===== config.mk =====
export PLATFORM = sky130hd
export DESIGN_NAME = stepper_phase_seq
export DESIGN_NICKNAME = d
export VERILOG_FILES = /design/src/rtl/stepper_pkg.sv /design/src/rtl/seq_ctrl.sv /design/src/rtl/seq_datapath.sv /design/src/rtl/stepper_phase_seq.sv
export SDC_FILE = /design/constraint.sdc
export NUM_CORES = 1
export LEC_CHECK = 0
export BUFFER_PORTS_ARGS = -buffer_cell sky130_fd_sc_hd__clkbuf_2
export CORE_AREA = 2 2 39 41
export DETAILED_ROUTE_END_ITERATION = 12
export DIE_AREA = 0 0 41 43
export HOLD_SLACK_MARGIN = 0.05
export SETUP_SLACK_MARGIN = 0.3
export SLEW_MARGIN = 20
export SYNTH_ARGS = -nofsm -noshare
export SYNTH_HDL_FRONTEND = slang
export SYNTH_SLANG_ARGS = --single-unit

===== constraint.sdc =====
create_clock -name clk -period 2.36 [get_ports clk]
set_clock_uncertainty 0.1 [all_clocks]
set_input_delay 0.118 -clock clk [delete_from_list [all_inputs] [get_ports clk]]
set_output_delay 0.118 -clock clk [all_outputs]
set_load 0.05 [all_outputs]

===== src/rtl/stepper_pkg.sv =====
package stepper_pkg;
  localparam int IDX_W = 3;
  localparam int N_POS = 1 << IDX_W;

  typedef struct packed {
    logic advance;   // one-cycle step strobe
    logic dirFwd;    // direction captured with the strobe
    logic fullMode;  // step size captured with the strobe
    logic outOff;    // windings blanked (synchronised inhibit)
    logic live;      // reset released, indicators valid
  } seqStrobe_t;
endpackage


===== src/rtl/seq_ctrl.sv =====
module seq_ctrl
  import stepper_pkg::*;
#(
  parameter int SYNC_STAGES = 2
) (
  input  logic       clk,
  input  logic       rstN,
  input  logic       stepIn,
  input  logic       dirIn,
  input  logic       halfIn,
  input  logic       inhIn,
  output seqStrobe_t strb
);
  localparam int NIN = 4;
  localparam logic [NIN-1:0] RST_LEVEL = '1;  // undriven inputs resolve high

  logic [NIN-1:0] rawIn;
  logic [NIN-1:0] syncd;
  logic           stepPrev;
  logic           liveQ;
  logic           stepFall;

  assign rawIn = {inhIn, halfIn, dirIn, stepIn};

  for (genvar g = 0; g < NIN; g++) begin : gSync
    logic [SYNC_STAGES-1:0] chain;
    always_ff @(posedge clk or negedge rstN) begin
      if (!rstN) chain <= {SYNC_STAGES{RST_LEVEL[g]}};
      else       chain <= {chain[SYNC_STAGES-2:0], rawIn[g]};
    end
    assign syncd[g] = chain[SYNC_STAGES-1];
  end

  always_ff @(posedge clk or negedge rstN) begin
    if (!rstN) begin
      stepPrev <= 1'b1;
      liveQ    <= 1'b0;
    end else begin
      stepPrev <= syncd[0];
      liveQ    <= 1'b1;
    end
  end

  assign stepFall = stepPrev & ~syncd[0];

  always_comb begin
    strb.advance  = stepFall & ~syncd[3] & liveQ;
    strb.dirFwd   = syncd[1];
    strb.fullMode = syncd[2];
    strb.outOff   = syncd[3];
    strb.live     = liveQ;
  end
endmodule


===== src/rtl/seq_datapath.sv =====
module seq_datapath
  import stepper_pkg::*;
(
  input  logic       clk,
  input  logic       rstN,
  input  seqStrobe_t strb,
  output logic       pa1,
  output logic       pa2,
  output logic       pb1,
  output logic       pb2,
  output logic       za,
  output logic       zb
);
  logic [IDX_W-1:0] posIdx;
  logic [IDX_W-1:0] stride;
  logic [IDX_W-1:0] nextIdx;
  logic [3:0]       pattern;

  // Full step from an odd position jumps two; otherwise one.
  always_comb begin
    stride  = (strb.fullMode && posIdx[0]) ? IDX_W'(2) : IDX_W'(1);
    nextIdx = strb.dirFwd ? posIdx + stride : posIdx - stride;
  end

  always_ff @(posedge clk or negedge rstN) begin
    if (!rstN)             posIdx <= '0;
    else if (strb.advance) posIdx <= nextIdx;
  end

  // {a1, a2, b1, b2}
  always_comb begin
    unique case (posIdx)
      3'd0: pattern = 4'b1000;
      3'd1: pattern = 4'b1010;
      3'd2: pattern = 4'b0010;
      3'd3: pattern = 4'b0110;
      3'd4: pattern = 4'b0100;
      3'd5: pattern = 4'b0101;
      3'd6: pattern = 4'b0001;
      default: pattern = 4'b1001;
    endcase
  end

  assign pa1 = pattern[3] & ~strb.outOff;
  assign pa2 = pattern[2] & ~strb.outOff;
  assign pb1 = pattern[1] & ~strb.outOff;
  assign pb2 = pattern[0] & ~strb.outOff;
  assign za  = strb.live & ~(pattern[3] | pattern[2]);
  assign zb  = strb.live & ~(pattern[1] | pattern[0]);
endmodule


===== src/rtl/stepper_phase_seq.sv =====
module stepper_phase_seq
  import stepper_pkg::*;
#(
  parameter int SYNC_STAGES = 2
) (
  input  logic clk,
  input  logic rstN,
  input  logic stepIn,
  input  logic dirIn,
  input  logic halfIn,
  input  logic inhIn,
  output logic pa1,
  output logic pa2,
  output logic pb1,
  output logic pb2,
  output logic za,
  output logic zb
);
  seqStrobe_t strb;

  seq_ctrl #(.SYNC_STAGES(SYNC_STAGES)) ctrl_i (
    .clk(clk), .rstN(rstN), .stepIn(stepIn), .dirIn(dirIn),
    .halfIn(halfIn), .inhIn(inhIn), .strb(strb)
  );

  seq_datapath dp_i (
    .clk(clk), .rstN(rstN), .strb(strb),
    .pa1(pa1), .pa2(pa2), .pb1(pb1), .pb2(pb2), .za(za), .zb(zb)
  );
endmodule


## Word-level counts from Yosys, hierarchy flattened

Index checks and enable logic that the tools add are counted.

- Register bits: 13
- Bits in latches: 0
- RAM bits: 0
- ROM bits: 0
- Input bits: 6
- Output and inout port bits: 6
- Logic and storage cells: 35
- Memories: 0

- $add $sub $neg: 2
- $mul: 0
- Div/mod/pow operators: 0
- Order comparisons: 0
- Eq/ne operators: 6
- Shift operators: 0
- Multiplexer cells: 3
- Bitwise operators: 15
- Reduce and logical (&&, ||, !) cells: 2

Operators with widths:

| operator | count |
|---|---|
| 4-bit one-hot mux with 7 select lines | 1 |
| 1-bit bitwise AND | 9 |
| 3-bit equality test, second input constant | 3 |
| 3-bit by 2-bit equality test with 1-bit output, second input constant | 2 |
| 1-bit inverter | 4 |
| 3-bit adder | 1 |
| 3-bit by 1-bit equality test with 1-bit output, second input constant | 1 |
| 3-bit zero test | 1 |
| 3-bit 2-to-1 mux | 1 |
| 3-bit subtractor | 1 |
| 2-bit 2-to-1 mux | 1 |
| 1-bit OR | 2 |
| 1-bit logical AND | 1 |

## Depth between registers and ports, before layout

- Word-level depth: 5
- Gate-level depth with buffers: 6

## Hierarchy

From an unflattened synthesis, not the netlist that was laid out.

- Cells, all modules: 39
- Area total of the unflattened synthesis: 531.8 sq um

Modules (own cells, without submodules):

| module | times used | cells each | area each (sq um) | sequential area each (sq um) |
|---|---|---|---|---|
| seq_ctrl | 1 | 16 | 307.8 | 261.5 |
| seq_datapath | 1 | 23 | 224.0 | 75.1 |

## Worst setup path before layout

No wires, ideal clock.

- Path type: flip-flop to output port
- From: register dp_i.posIdx[1]
- To: output port pa1
- Data arrival time: 1.775 ns
- Data required time: 2.142 ns
- Slack: 0.367 ns
- Stages on the path, launching flop included: 3
- Path buffers: 0
- Cells stage by stage: dfrtp_1 nor2b_1 a211oi_1

- Word-level cells in the longest chain between the ends: 3
- Elaborated cells between the ends (all ways): 9
- Those cells by class: eq/ne: 6; mux: 1; bitwise: 1; reduce/logical: 1

RTL lines:

| what | line | source |
|---|---|---|
| start, declared | seq_datapath.sv:14 | `logic [IDX_W-1:0] posIdx;` |
| start signal, assigned | seq_datapath.sv:27 | `else if (strb.advance) posIdx <= nextIdx;` |
| 3-bit equality test, or another cell as far along | seq_datapath.sv:32 | `unique case (posIdx)` |
| 4-bit one-hot mux with 7 select lines (*) | seq_datapath.sv:32 |  |
| 1-bit bitwise AND (*) | seq_datapath.sv:44 | `assign pa1 = pattern[3] & ~strb.outOff;` |
| end, declared | stepper_phase_seq.sv:12 | `output logic pa1,` |

Mark *: on every way between the ends. The rest lies on a longest branch, timed or not.

## Worst setup path after layout

- From: register dp_i.posIdx[1]
- To: output port pa2

- Word-level cells in the longest chain between the ends: 3
- Elaborated cells between the ends (all ways): 9
- Those cells by class: eq/ne: 6; mux: 1; bitwise: 1; reduce/logical: 1

RTL lines:

| what | line | source |
|---|---|---|
| 3-bit equality test, or another cell as far along | seq_datapath.sv:32 |  |
| 4-bit one-hot mux with 7 select lines (*) | seq_datapath.sv:32 |  |
| 1-bit bitwise AND (*) | seq_datapath.sv:45 | `assign pa2 = pattern[2] & ~strb.outOff;` |
| end, declared | stepper_phase_seq.sv:13 | `output logic pa2,` |

Marked as above.

==> summary.txt <==
Run status
  • Status: finished clean

Finish
  • Synthesis-to-layout area growth: 29.4%
  • Diode count: 0
  • Layout cells sized above 1: 0.473
  • Fillcell total: 119
  • Fin nets: 64
  • Register Area: 337 sq um
  • Footprint of the multi-input gates: 175 sq um

Synth
  • Post-synth top cells: dfstp_2, dfrtp_1, nand2_1
  • Count of yosys warnings during synthesis: 0
  • Post-synth EDFFs: 0
  • Yosys top cell area share: 0.459
  • Most common cell in the synthesized netlist: dfstp_2
  • Post-synth ARST share: 1.00
  • Syn Nets: 43
  • #FFs+latches synth: 13
  • Top FF cell, synth: dfstp_2
  • Post-synthesis area per instance: 14.7 sq um
  • Register area share after synthesis: 0.653
  • Synthesized area: 515 sq um
  • Dominant cell type by area after synthesis: dfstp_2
  • Mapped Cells: 35
  • Synth unique cells: 17
  • Synth area leaders: dfstp_2, dfrtp_1, mux2_4

Power and ir drop
  • Power Total: 0.000758 W
  • Logic pwr share: 0.416
  • Sw Share: 0.409
  • P per Cell Area: 1140 mW/mm^2
  • Switching power: 0.000310 W
  • Clk pwr share: 0.168
  • Sequential group share of total power: 0.416
  • Largest vdd supply drop: 524 uV
  • Cell Int Power: 0.000448 W
  • Static leakage: 0.303 nW

Floorplan
  • Die area: 0.00176 sq mm
  • Initial Utilization: 0.373
  • Core Area: 0.00138 sq mm
  • Chip width: 41 um
  • Row Count: 14
  • Boundary pin count: 12
  • Chip height: 43 um

Clock network
  • Reg clk slew, reported paths: 0.07 ns
  • TritonCTS clock tree: yes
  • Clk buf depth: 2
  • Root Driver: clkbuf_4
  • Clock tree sinks: 13
  • Hold-fix buffers, CTS: 5
  • # resized after CTS: 0
  • Clock latency at the later pin of the worst-skew pair: 0.26 ns
  • Postcts setup bufs: 0
  • CTS Buf Count: 3
  • H-tree depth: 1

Detailed routing
  • Routed Wire Length: 691 um
  • WL per Instance: 9.73 um
  • Via count: 321
  • Met2 wire length: 363 um
  • WL met3: 34 um
  • Top sig layer: met4
  • Vias per inst: 4.52
  • DRT Pass-1 Iters: 2
  • Initial DRC count: 2
  • Antenna Violating Nets Remaining: 0
  • Drt drc: 0
  • Met1 wire length: 285 um

Setup path
  • Worst path arrival time: 1.51 ns
  • CP Buf/Inv Count: 1
  • Worst R2R Start: ctrl_i.gSync[2].chain[1]
  • Kind of cell adding the most delay to the critical path: flip-flops
  • CP endpoint kind: primary output
  • Register-to-Register Path Depth: 6
  • Critical path class: reg2out
  • Crit path cell chain: nand2_1 -> mux2_1 -> nor2_1 -> clkbuf_2
  • Master of the slowest instance on the critical path: dfrtp_1
  • WP data required: 2.14 ns
  • FF-to-FF End: dp_i.posIdx[2]
  • CP peak stage delay: 0.48 ns
  • Crit Path Max Fanout: 8
  • Worst path depth: 4
  • Setup slack, reg-to-reg: 0.63 ns
  • Crit path launch type: register

STA
  • Fmax: 577 MHz
  • Final-report max-slew violation count: 0
  • Post-route minimum period: 1.73 ns
  • Setup violators final: 0
  • Final Hold Viols: 0
  • Tcrit/Tclk final: 0.734
  • RSZ-0062 raised after global routing: false
  • Setup TNS: 0 ns

Global routing
  • Vias in the first global route: 313
  • Total GRT Usage: 0.107
  • Initial antenna violation count: 0
  • First-pass GRT wire length: 1160 um
  • Pin count of the biggest net entering global routing: 14
  • Total gr overflow: 0

Place
  • I/O Buffers: 11
  • Final RePlAce weighted congestion: 0.642
  • DP HPWL: 495 um

Hold path
  • Worst hold path class: in2async

Job
  • Max-Cap Viols: 0
-- worst max-delay path by stage --
stage,start,endpoint,slack (ns)
2_1_floorplan,dp_i.posIdx[1],pa1,0.37
3_3_place_gp,ctrl_i.gSync[2].chain[1],dp_i.posIdx[2],0.67
3_5_place_dp,ctrl_i.gSync[2].chain[1],dp_i.posIdx[2],0.63
4_1_cts,dp_i.posIdx[1],pa2,0.60
5_1_grt,dp_i.posIdx[1],pa2,0.49
6_report,dp_i.posIdx[1],pa2,0.63
-- state kept, by name, indices dropped and copies added (netlist names) --
name	count
ctrl_i.gSync.chain	8
dp_i.posIdx	3
ctrl_i.liveQ	1
ctrl_i.stepPrev	1
-- kinds of logic (layout without fill, tap and decap cells) --
family	count (synthesis)	count (layout)	share of synthesized area
flops	13	13	0.653
simple gates	11	11	0.126
mux	3	3	0.0801
fa+ha+maj	2	2	0.0631
compound gates	2	2	0.0291
xor+xnor	2	2	0.0340
other cells	1	1	0.00727
buf+inv	1	21	0.00727
-- layout make-up --
class,instances,area share
inverters,1,0.00563
repair buffers,16,0.158
clock buffers,4,0.0394
well taps,16,0.0300
flip-flops and latches,13,0.505
multi-input cells,21,0.263
-- cells in the final DEF, fill, tap and decap left out, types with 2 or more instances in the layout --
cell,n
clkbuf_2,11
dlygate4sd3_1,5
xnor2_1,2
nand2_1,4
clkbuf_4,3
dfrtp_1,4
dfstp_2,9
nor2_1,3
mux2_4,2
-- power by group through the flow --
stage | sequential (W) | clock, W | combinational (W)
detailed placement | 0.000321 | 0 | 0.000312
CTS | 0.000317 | 0.000137 | 0.000320
global placement | 0.000319 | 0 | 0.000305
global route | 0.000325 | 0.000152 | 0.000340
finish | 0.000315 | 0.000127 | 0.000316
floorplan | 0.000306 | 0 | 0.000256
-- layer usage --
layer	vias to the layer above	GRT usage
met5	-	0
met4	0	0.0800
met3	2	0.0471
met2	10	0.166
met1	155	0.104
li1	154	-
-- per-stage QoR --
step | utilization | hold slack, ns | setup WS, ns | cells | instance area [sq um]
final | 0.482 | 0.178 | 0.628 | 71 | 667
after global routing | 0.482 | 0.197 | 0.487 | 71 | 667
after CTS | 0.482 | 0.165 | 0.598 | 71 | 667
after detailed placement | 0.427 | -0.0793 | 0.628 | 62 | 591
after global placement | 0.427 | -0.0792 | 0.665 | 62 | 591
after floorplan | - | -0.278 | 0.367 | 35 | 515
Power figures use the tool's default switching activity.
